`src/rtl/shu_pkg.sv`:
```
package shu_pkg;

  typedef enum logic [3:0] {
    OP_SHR_LOG  = 4'd0,
    OP_SHR_ARI  = 4'd1,
    OP_SHL_LOG  = 4'd2,
    OP_ONE_ARI  = 4'd3,
    OP_ONE_CRY  = 4'd4,
    OP_ONE_LOG  = 4'd5,
    OP_EXT_BYTE = 4'd6,
    OP_EXT_HALF = 4'd7
  } shu_op_e;

  typedef enum logic [1:0] {
    FILL_SIGN  = 2'd0,
    FILL_CARRY = 2'd1,
    FILL_ZERO  = 2'd2
  } shu_fill_e;

  typedef struct packed {
    logic      barrel;
    logic      toLeft;
    logic      arith;
    logic      single;
    shu_fill_e topFill;
    logic      extByte;
    logic      extHalf;
    logic      writeCarry;
    logic      useImm;
  } shu_strobe_t;

endpackage

```
`src/rtl/shu_ctrl.sv`:
```
module shu_ctrl
  import shu_pkg::*;
(
  input  logic [3:0]  opSel,
  input  logic        useImm,
  output shu_strobe_t strb
);

  always_comb begin
    strb            = '0;
    strb.topFill    = FILL_ZERO;
    strb.useImm     = useImm;
    case (opSel)
      OP_SHR_LOG: strb.barrel = 1'b1;
      OP_SHR_ARI: begin
        strb.barrel = 1'b1;
        strb.arith  = 1'b1;
      end
      OP_SHL_LOG: begin
        strb.barrel = 1'b1;
        strb.toLeft = 1'b1;
      end
      OP_ONE_ARI: begin
        strb.single     = 1'b1;
        strb.topFill    = FILL_SIGN;
        strb.writeCarry = 1'b1;
      end
      OP_ONE_CRY: begin
        strb.single     = 1'b1;
        strb.topFill    = FILL_CARRY;
        strb.writeCarry = 1'b1;
      end
      OP_ONE_LOG: begin
        strb.single     = 1'b1;
        strb.topFill    = FILL_ZERO;
        strb.writeCarry = 1'b1;
      end
      OP_EXT_BYTE: strb.extByte = 1'b1;
      OP_EXT_HALF: strb.extHalf = 1'b1;
      default: ;
    endcase
  end

  // decoded strobes select at most one result source
  always_comb begin
    p_strobe_excl_r12: assert ($onehot0({strb.barrel, strb.single, strb.extByte, strb.extHalf}));
    // carry write only for the one-bit shifts
    p_we_single_r8: assert (!strb.writeCarry || strb.single);
    // left and arithmetic qualifiers only with the barrel shifter
    p_qual_barrel_r3: assert (strb.barrel || !(strb.toLeft || strb.arith));
  end

endmodule

```
`src/rtl/shu_datapath.sv`:
```
module shu_datapath
  import shu_pkg::*;
#(
  parameter int DATA_W = 32,
  parameter int IMM_W  = 16
) (
  input  shu_strobe_t       strb,
  input  logic [DATA_W-1:0] opA,
  input  logic [DATA_W-1:0] opB,
  input  logic [IMM_W-1:0]  immVal,
  input  logic              carryIn,
  output logic [DATA_W-1:0] result,
  output logic              carryOut
);

  localparam int SH_W = $clog2(DATA_W);

  logic [SH_W-1:0]   shAmt;
  logic              unusedAmtBits;
  logic              barrelFill;
  logic [DATA_W-1:0] revIn;
  logic [DATA_W-1:0] revOut;
  logic [DATA_W-1:0] stage [SH_W+1];
  logic [DATA_W-1:0] barrelRes;
  logic              topBit;
  logic [DATA_W-1:0] oneRes;
  logic [DATA_W-1:0] extByteRes;
  logic [DATA_W-1:0] extHalfRes;

  // distance source: only the low SH_W bits count
  assign shAmt         = strb.useImm ? immVal[SH_W-1:0] : opB[SH_W-1:0];
  assign unusedAmtBits = ^{opB[DATA_W-1:SH_W], immVal[IMM_W-1:SH_W]};

  assign barrelFill = strb.arith & opA[DATA_W-1];

  // left shifts reuse the right shifter on a bit-reversed word
  for (genvar i = 0; i < DATA_W; i++) begin : g_rev
    assign revIn[i]  = opA[DATA_W-1-i];
    assign revOut[i] = stage[SH_W][DATA_W-1-i];
  end

  assign stage[0] = strb.toLeft ? revIn : opA;

  for (genvar k = 0; k < SH_W; k++) begin : g_stage
    localparam int STEP = 2 ** k;
    assign stage[k+1] = shAmt[k] ? {{STEP{barrelFill}}, stage[k][DATA_W-1:STEP]}
                                 : stage[k];
  end

  assign barrelRes = strb.toLeft ? revOut : stage[SH_W];

  always_comb begin
    case (strb.topFill)
      FILL_SIGN:  topBit = opA[DATA_W-1];
      FILL_CARRY: topBit = carryIn;
      default:    topBit = 1'b0;
    endcase
  end

  assign oneRes     = {topBit, opA[DATA_W-1:1]};
  assign extByteRes = {{(DATA_W-8){opA[7]}}, opA[7:0]};
  assign extHalfRes = {{(DATA_W-16){opA[15]}}, opA[15:0]};

  always_comb begin
    if (strb.barrel)       result = barrelRes;
    else if (strb.single)  result = oneRes;
    else if (strb.extByte) result = extByteRes;
    else if (strb.extHalf) result = extHalfRes;
    else                   result = opA;
  end

  assign carryOut = strb.writeCarry ? opA[0] : carryIn;

  always_comb begin
    if (strb.single) begin
      p_bit0_to_carry_r8: assert (carryOut == opA[0]);
      p_low_bits_r5: assert (result[DATA_W-2:0] == opA[DATA_W-1:1]);
    end
    if (!strb.single) begin
      p_carry_kept_r9: assert (carryOut == carryIn);
    end
    if (strb.single && strb.topFill == FILL_CARRY) begin
      p_carry_top_r6: assert (result[DATA_W-1] == carryIn);
    end
    if (strb.barrel && shAmt == '0) begin
      p_zero_dist_r4: assert (result == opA);
    end
    if (strb.extByte) begin
      p_ext_byte_r10: assert (result[DATA_W-1:8] == '0 || result[DATA_W-1:8] == '1);
    end
    if (strb.extHalf) begin
      p_ext_half_r11: assert (result[DATA_W-1:16] == '0 || result[DATA_W-1:16] == '1);
    end
  end

endmodule

```
`src/rtl/shift_sext_unit.sv`:
```
module shift_sext_unit
  import shu_pkg::*;
#(
  parameter int DATA_W = 32,
  parameter int IMM_W  = 16
) (
  input  logic [3:0]        opSel,
  input  logic [DATA_W-1:0] opA,
  input  logic [DATA_W-1:0] opB,
  input  logic [IMM_W-1:0]  immVal,
  input  logic              useImm,
  input  logic              carryIn,
  output logic [DATA_W-1:0] result,
  output logic              carryOut,
  output logic              carryWe
);

  shu_strobe_t strb;

  shu_ctrl u_ctrl (
    .opSel  (opSel),
    .useImm (useImm),
    .strb   (strb)
  );

  shu_datapath #(
    .DATA_W (DATA_W),
    .IMM_W  (IMM_W)
  ) u_dp (
    .strb     (strb),
    .opA      (opA),
    .opB      (opB),
    .immVal   (immVal),
    .carryIn  (carryIn),
    .result   (result),
    .carryOut (carryOut)
  );

  assign carryWe = strb.writeCarry;

  // only codes 3..5 may request a carry write
  always_comb begin
    if (carryWe) begin
      p_we_codes_r8: assert (opSel >= 4'd3 && opSel <= 4'd5);
    end
  end

endmodule

```
`config.mk`:
```
export PLATFORM = sky130hd
export DESIGN_NAME = shift_sext_unit
export DESIGN_NICKNAME = d
export VERILOG_FILES = /design/src/rtl/shu_pkg.sv /design/src/rtl/shu_ctrl.sv /design/src/rtl/shu_datapath.sv /design/src/rtl/shift_sext_unit.sv
export SDC_FILE = /design/constraint.sdc
export NUM_CORES = 1
export LEC_CHECK = 0
export BUFFER_PORTS_ARGS = -buffer_cell sky130_fd_sc_hd__buf_2
export CAP_MARGIN = 15
export CORE_MARGIN = 2
export CORE_UTILIZATION = 52
export DETAILED_ROUTE_END_ITERATION = 6
export PLACE_DENSITY = 0.83
export SETUP_SLACK_MARGIN = 0.5
export SLEW_MARGIN = 20
export SYNTH_ARGS = -nofsm -noshare
export SYNTH_HDL_FRONTEND = slang
export SYNTH_SLANG_ARGS = --single-unit
export TNS_END_PERCENT = 5
```
`constraint.sdc`:
```
create_clock -name vclk -period 6.4
set_clock_uncertainty 0.05 [all_clocks]
set_input_delay 0 -clock vclk [all_inputs]
set_output_delay 0 -clock vclk [all_outputs]
set_load 0.05 [all_outputs]
```
Word-level counts from Yosys, hierarchy flattened
Cells that the tools add are included.

word-level totals
  register bits after elaboration = 0
  input port bits = 86
  output and inout port bits = 34

cells by class
  equal/unequal tests = 8
  muxes and demuxes = 21
  bitwise gates (word level) = 1
  reductions and logical operators = 4

operators with widths
  operator                                        number
  two-way mux 32 bit                              11
  == test 4 x 3 -> 1 bit (second input constant)  4
  one-hot mux 3 bit (3 select lines)              1
  == test 4 x 2 -> 1 bit (second input constant)  2
  two-way mux 1 bit                               7
  OR reduction 3 bit                              2
  two-way mux 5 bit                               1
  == test 4 x 1 -> 1 bit (second input constant)  1
  logical NOT 4 bit                               1
  == test 2 x 1 -> 1 bit (second input constant)  1
  logical NOT 2 bit                               1
  one-hot mux 1 bit (2 select lines)              1
  bitwise AND 1 bit                               1

Logic depth before layout (Yosys ltp)
Gate-level depths: netlist of the first run.

  word-level depth = 10
  depth in mapped cells = 11
  mapped depth without buffers = 7

By module
From an unflattened synthesis of the first run, not the netlist that was laid out.

second synthesis, totals
  cell total of the unflattened synthesis = 449
  area total of the unflattened synthesis = 3353.2 µm²

modules (own cells, without submodules)
  module        times used  cells each  area an instance (µm²)
  shu_datapath  1           435         3259.4
  shu_ctrl      1           14          93.8

Least setup slack after synthesis of the first run
OpenSTA, ideal clock, no wires.

  path type = input to output
  start point = in opSel[3]
  end point = out result[16]
  arrival = 3.226 ns
  setup slack = 3.124 ns
  stages = 10
  buffers on the path = 4
  cells stage by stage = buf_6 or4b_1 buf_2 buf_6 buf_6 mux2i_1 mux4_2 mux2i_2 o221ai_1 a211oi_1

between the ends
  cells in the longest elaborated chain, start to end = 10

ends and longest elaborated chain
  what                                                                     line                                    text
  from (decl)                                                              shift_sext_unit.sv:7                    input logic [3:0] opSel,
  == test 4 x 2 -> 1 bit / == test 4 x 1 -> 1 bit (equally long branches)  shu_ctrl.sv:13                          case (opSel)
  two-way mux 1 bit                                                        shu_ctrl.sv:13
  two-way mux 32 bit / bitwise AND 1 bit (equally long branches)           shu_datapath.sv:42, shu_datapath.sv:34
  two-way mux 32 bit (5 in a row)                                          shu_datapath.sv:46                      assign stage[k+1] = shAmt[k] ? {{STEP{barrelFill}}, stage[k][DATA_W-1:STEP]}
  two-way mux 32 bit                                                       shu_datapath.sv:50                      assign barrelRes = strb.toLeft ? revOut : stage[SH_W];
  two-way mux 32 bit *                                                     shu_datapath.sv:65                      if (strb.barrel) result = barrelRes;
  to (decl)                                                                shift_sext_unit.sv:13                   output logic [DATA_W-1:0] result,

Mark *: on every way between the ends. The rest lies on a longest branch, timed or not.

Worst setup path in the final report of the first run
  start point = in opSel[0]
  end point = out result[0]

The elaborated chain is that of the path after synthesis.

==> run summary, run 1 <==
status - finished with violations
failing checks - design-rule violations
Unique masters post-synth - 62
drt initial violations - 787
Synthesized Nets - 594
final wirelength - 15.6 mm
synthesized area - 0.00386 sq mm
Worst path slowest cell - mux4_2
Data arrival, critical path - 3.31 ns
CTS Hold Buffers Added - 0
Residual DRC - 1
Critical Path End Type - primary output
drt pass-1 iters - 7
synth top area cells - mux4_2 (20%), mux2i_1 (18%), a21oi_1 (7.1%)
CP peak stage delay - 0.63 ns
XOR/XNOR share of the synthesized area - 0.227%
number of setup violations in the final report - 0
FFs & Latches - 0
Cells after Synth - 508
top-count cell post-synth - mux2i_1
Final ANT Viol Nets - 0
worst slew pin tran - 0.976 ns
Final Hold Viols - 0
CP Cell Sequence - buf_2 > nor4b_4 > buf_4 > mux4_2 > mux2i_1 > mux2_2 > mux2i_1 > or3_1 > and3_1 > buf_2
via count - 4,818
multiplexer area fraction after synthesis - 46.1%
Via density - 7.48
normalized max-slew margin - 34.5%
antenna violations before repair - 1
Final Slew Violations - 0
num rows - 31
Die Width - 90.2 um
Yosys warnings - 0
largest family of logic cells by synthesized area - multiplexers
FF/Latch Area - 0 sq um
die height - 90.2 um
nets - 633
Setup TNS - 0 ns
clk_buf instances - 0
Min-Delay Path Class - input pin to primary output
worst hold slack - 0.341 ns
Final Power - 0.000560 W
Worst Path Class, Setup - input pin to primary output
total gr overflow - 0
min Tclk post-route - 3.36 ns
CP Launch Type - input pin
IO Count - 120
most frequent cells after synthesis - mux2i_1 (71), nand2_1 (64), a21oi_1 (55), nor2_1 (35), mux4_2 (34)
fin crit share - 52.5%
ant diodes - 0
die footprint - 0.00813 sq mm
Port Buffers - 82
first-pass GRT wire length - 24.2 mm
core area - 0.00721 sq mm
Pleak - 1.73 nW
Synth top area share - 19.8%
post-synth top area cell - mux4_2
post-cts sizing count - 0
Global Route Usage Sum - 36.9%
adder-cell share of the synthesized area - 0%
Post-CTS Setup Inserts - 0
fmax - 298 MHz
worst-case vdd ir drop - 0.0439 mV
Seq/Total Area, Yosys - 0%
Mean Syn Cell Area - 7.60 sq um
share of layout cells above drive strength 1 - 29.4%
CP Max Fanout - 42
post-detail-place hpwl - 11.7 mm
Post-Synth Simple-Gate Area - 17.0%
compound-cell area share of the yosys netlist - 29.8%
wire per inst - 24.3 um
worst path required time - 6.35 ns
Area growth syn-to-layout - 9.66%
Routability Congestion - 1.10
FILL cells - 708
vias in the first global route - 4,210
RSZ-0062 raised after global routing - false
Power Density - 132 mW/mm^2
Max Cap Viol - 0
largest net degree at the start of global routing - 43
Initial Util - 53.5%
-- power by group --
part           internal, W  total [W]  switching (W)  leakage (nW)
clock                    0          0              0             0
sequential               0          0              0             0
combinational     0.000187   0.000560       0.000374          1.73
total             0.000187   0.000560       0.000374          1.73
-- worst paths after layout --
path | from | endpoint | slack, ns | cells past startpoint
setup / recovery | opSel[0] | result[0] | 3.04 | 10
hold / removal | carryIn | carryOut | 0.34 | 4
-- cell families (layout without fill, tap and decap cells) --
group / Yosys count / after routing
AOI/OAI and AO/OA: 175 / 175
and+or+nand+nor: 145 / 145
muxes: 128 / 128
buffers and inverters: 59 / 96
xor gates and xnor gates: 1 / 1
-- worst max-delay path: cells and delay by family --
kind / cells / cell delay (ns)
mux: 4 / 1.57
buf+inv: 3 / 0.91
simple gates: 3 / 0.80
-- cell type report --
type	instances	area, sq um	share of cell area, %
Multi-Input combinational cell	449	3610	85.3
Timing Repair Buffer	91	478	11.3
Tap cell	99	124	2.93
Inverter	5	18.8	0.443
-- per-layer routing --
layer	track usage, %	routed length (um)	part of all wire (%)	vias up
met5	0	13	0.083	-
met4	10.3	650	4.2	2
met3	7.38	2010	13	67
met2	57.8	6990	45	419
met1	51.9	5960	38	2243
li1	-	-	-	2087
-- placed cells by master, fill, tap and decap left out, types with 3 or more instances in the layout --
cell type	n
a221oi_1	4
o221ai_1	4
mux2i_1	67
o211ai_1	9
o22ai_1	9
nand2_1	64
a211oi_1	11
mux2_2	18
buf_2	82
nand3_1	21
and3_1	3
buf_4	9
nor2_1	35
a31oi_1	6
a21o_1	3
o21ai_0	33
mux2i_2	5
nor3_1	6
a21oi_1	55
o221a_2	3
o21ai_1	3
a221o_1	7
inv_1	4
a22oi_1	3
mux4_2	34
-- per-stage QoR --
| step | setup WS, ns | instances | utilization, % | instance area [sq um] |
|---|---|---|---|---|
| global route | 2.89 | 644 | 58.7 | 4230 |
| global placement | 3.06 | 644 | 58.6 | 4230 |
| CTS | 2.98 | 644 | 58.6 | 4230 |
| floorplan | 3.12 | 508 | - | 3860 |
| detailed placement | 2.98 | 644 | 58.6 | 4230 |
| finish | 3.04 | 644 | 58.7 | 4230 |
Power figures use the tool's default switching activity.
==> run 2: changes to the inputs <==
ABC_AREA = 1   (was unset)
CORE_UTILIZATION = 50   (was 52)
clock period = 3 ns   (was 6.4 ns; I/O delays follow)
==> run summary, run 2 <==
min Tclk post-route - 2.47 ns
Post-Synth Simple-Gate Area - 75.2% (+58 points)
Residual DRC - 0 (-1)
Routability Congestion - 1.10 (+0.64%)
IO Count - 120 (unchanged)
cell mode on critical path - nand2_1
Buf/Inv on CP - 3 (unchanged)
Pleak - 2.28 nW (+32%)
CP peak stage delay - 0.36 ns (-0.27 ns)
Seq/Total Area, Yosys - 0% (unchanged)
status - completed
CP Launch Type - input pin
top-count cell post-synth - nand3_1
Synth top area share - 41.4% (+22 points)
synth top area cells - nand3_1 (41%), nand2_1 (20%), nand3_2 (11%)
Crit path max-delay family - simple AND/OR/NAND/NOR gates
Port Buffers - 82 (unchanged)
adder-cell share of the synthesized area - 0% (unchanged)
number of setup violations in the final report - 0 (unchanged)
most frequent cells after synthesis - nand3_1 (331), nand2_1 (213), inv_1 (46), nand3_2 (46), buf_2 (42)
first-pass GRT wire length - 24.6 mm (+1.6%)
Synthesized Nets - 874 (+47%)
drt initial violations - 1,198 (+52%)
Hold Path Sink - carryOut
via count - 5,959 (+24%)
Max Cap Viol - 0 (unchanged)
core area - 0.00773 sq mm (+7.1%)
Hold Path Depth - 4 (unchanged)
commonest non-fill, non-tap cell in the layout - nand3_1
final worst setup slack - 0.528 ns (-2.51 ns)
FFs & Latches - 0 (unchanged)
Area after DPL - 0.00435 sq mm (+2.8%)
worst slew pin tran - 0.716 ns (-0.261 ns)
largest net degree at the start of global routing - 44 (+2.3%)
Yosys warnings - 0 (unchanged)
Global Route Usage Sum - 34.9% (-2.0 points)
ant diodes - 0 (unchanged)
multiplexer area fraction after synthesis - 0% (-46 points)
Power Density - 256 mW/mm^2 (+93%)
Place WS - 0.524 ns (-2.45 ns)
nets - 915 (+45%)
post-detail-place hpwl - 12.0 mm (+1.8%)
Post-Layout Inst Area - 0.00436 sq mm (+3.0%)
drt pass-1 iters - 7 (unchanged)
XOR/XNOR share of the synthesized area - 0% (-0.23 points)
CP Max Fanout - 43 (+2.4%)
Final Slew Violations - 0 (unchanged)
Area growth syn-to-layout - 8.90%
CP Cell Sequence - buf_2 > inv_2 > nor2_4 > nand2_4 > nand2_1 > nand3_1 > nand3_1 > nand2_1 > nand2_1 > nand2_1 > nand2_1 > nand2_1 > nand2_1 > nand3_1 > nand3_1 > nand2_1 > buf_2
Min-Delay Path Class - input pin to primary output
share of layout cells above drive strength 1 - 19.8% (-9.5 points)
post-synth top area cell - nand3_1
Mean Syn Cell Area - 5.08 sq um (-33%)
CTS Hold Buffers Added - 0 (unchanged)
worst path required time - 2.95 ns (-3.40 ns)
final wirelength - 15.5 mm (-0.48%)
Via density - 6.41 (-14%)
die height - 93.5 um (+3.7%)
worst-case vdd ir drop - 0.219 mV (+400%)
Final Hold Viols - 0 (unchanged)
Die Width - 93.5 um (+3.7%)
Worst Setup SP - opSel[1]
RSZ-0062 raised after global routing - true
Unique masters post-synth - 28 (-55%)
post-cts sizing count - 0 (unchanged)
synthesized area - 0.00401 sq mm (+3.8%)
largest family of logic cells by synthesized area - simple AND/OR/NAND/NOR gates
normalized max-slew margin - 52.2% (+18 points)
Data arrival, critical path - 2.42 ns (-0.89 ns)
Worst Path Class, Setup - input pin to primary output
Critical Path End Type - primary output
Initial Util - 51.8% (-1.7 points)
compound-cell area share of the yosys netlist - 11.1% (-19 points)
Worst path slowest cell - nand2_4
FILL cells - 821 (+16%)
die footprint - 0.00874 sq mm (+7.6%)
FF/Latch Area - 0 sq um (unchanged)
total gr overflow - 0 (unchanged)
fin crit share - 82.4%
Post-CTS Setup Inserts - 0 (unchanged)
Setup TNS - 0 ns (unchanged)
Final ANT Viol Nets - 0 (unchanged)
clk_buf instances - 0 (unchanged)
fmax - 405 MHz
Cells after Synth - 788 (+55%)
wire per inst - 16.7 um (-31%)
multi-input logic area - 0.00347 sq mm (-4.1%)
vias in the first global route - 5,000 (+19%)
antenna violations before repair - 0 (-1)
min-delay src - carryIn
most frequent cells in the layout - nand3_1 (331), nand2_1 (213), buf_2 (82), nand3_2 (46), inv_1 (45)
num rows - 32 (+3.2%)
==> run 2: cell count changes after synthesis, sizes merged, moves of 29 or more <==
cell	change
a21oi	-47
buf	+30
inv	+43
mux2i	-73
mux4	-36
nand2	+153
nand3	+356
nor2	-29
==> run 2: logic make-up (layout without fill, tap and decap cells) <==
logic type	count (synthesis)	in the layout
AND/OR/NAND/NOR	603	603
buffers and inverters	112	151
AO/OA/AOI/OAI	73	73
==> run 2: where the power goes <==
group          total (W)  internal, W  switching, W  leakage [nW]
Clock                  0            0             0             0
Sequential             0            0             0             0
Combinational    0.00112     0.000309      0.000806          2.28
Total            0.00112     0.000309      0.000806          2.28
==> run 2: stage by stage <==
stage          hold slack, ns  total power (W)  util, %  std cells
2_1_floorplan           0.360         0.000830        -        788
3_3_place_gp            0.383          0.00107     56.3        928
5_1_grt                 0.428          0.00120     56.4        929
3_5_place_dp            0.394          0.00108     56.3        928
6_report                0.392          0.00112     56.4        929
4_1_cts                 0.398          0.00108     56.3        928
==> run 2: routing by layer <==
layer | share of wire [%] | up-vias | global-route usage [%]
met1 | 38 | 2587 | 46.9
li1 | - | 2825 | -
met3 | 12 | 91 | 5.48
met4 | 8.8 | 0 | 24.0
met5 | 0 | - | 0
met2 | 41 | 456 | 50.5
==> run 2: worst max-delay path by stage <==
stage | endpoint | cells past startpoint
2_1_floorplan | carryOut | 6
3_3_place_gp | result[16] | 17
3_5_place_dp | result[16] | 17
4_1_cts | result[17] | 17
5_1_grt | result[8] | 16
6_report | result[15] | 17
==> run 2: cell type report <==
type	instances	area share, %
inverter	48	4.22
timing repair inverter	1	0.172
timing repair buffer	102	13.2
tap	102	2.93
multi-input combinational	676	79.5
==> run 2: tightest hold or removal path, cell delays in order <==
cell     delay [ns]
buf_2          0.09
inv_1          0.06
o21ai_0        0.08
buf_2          0.21
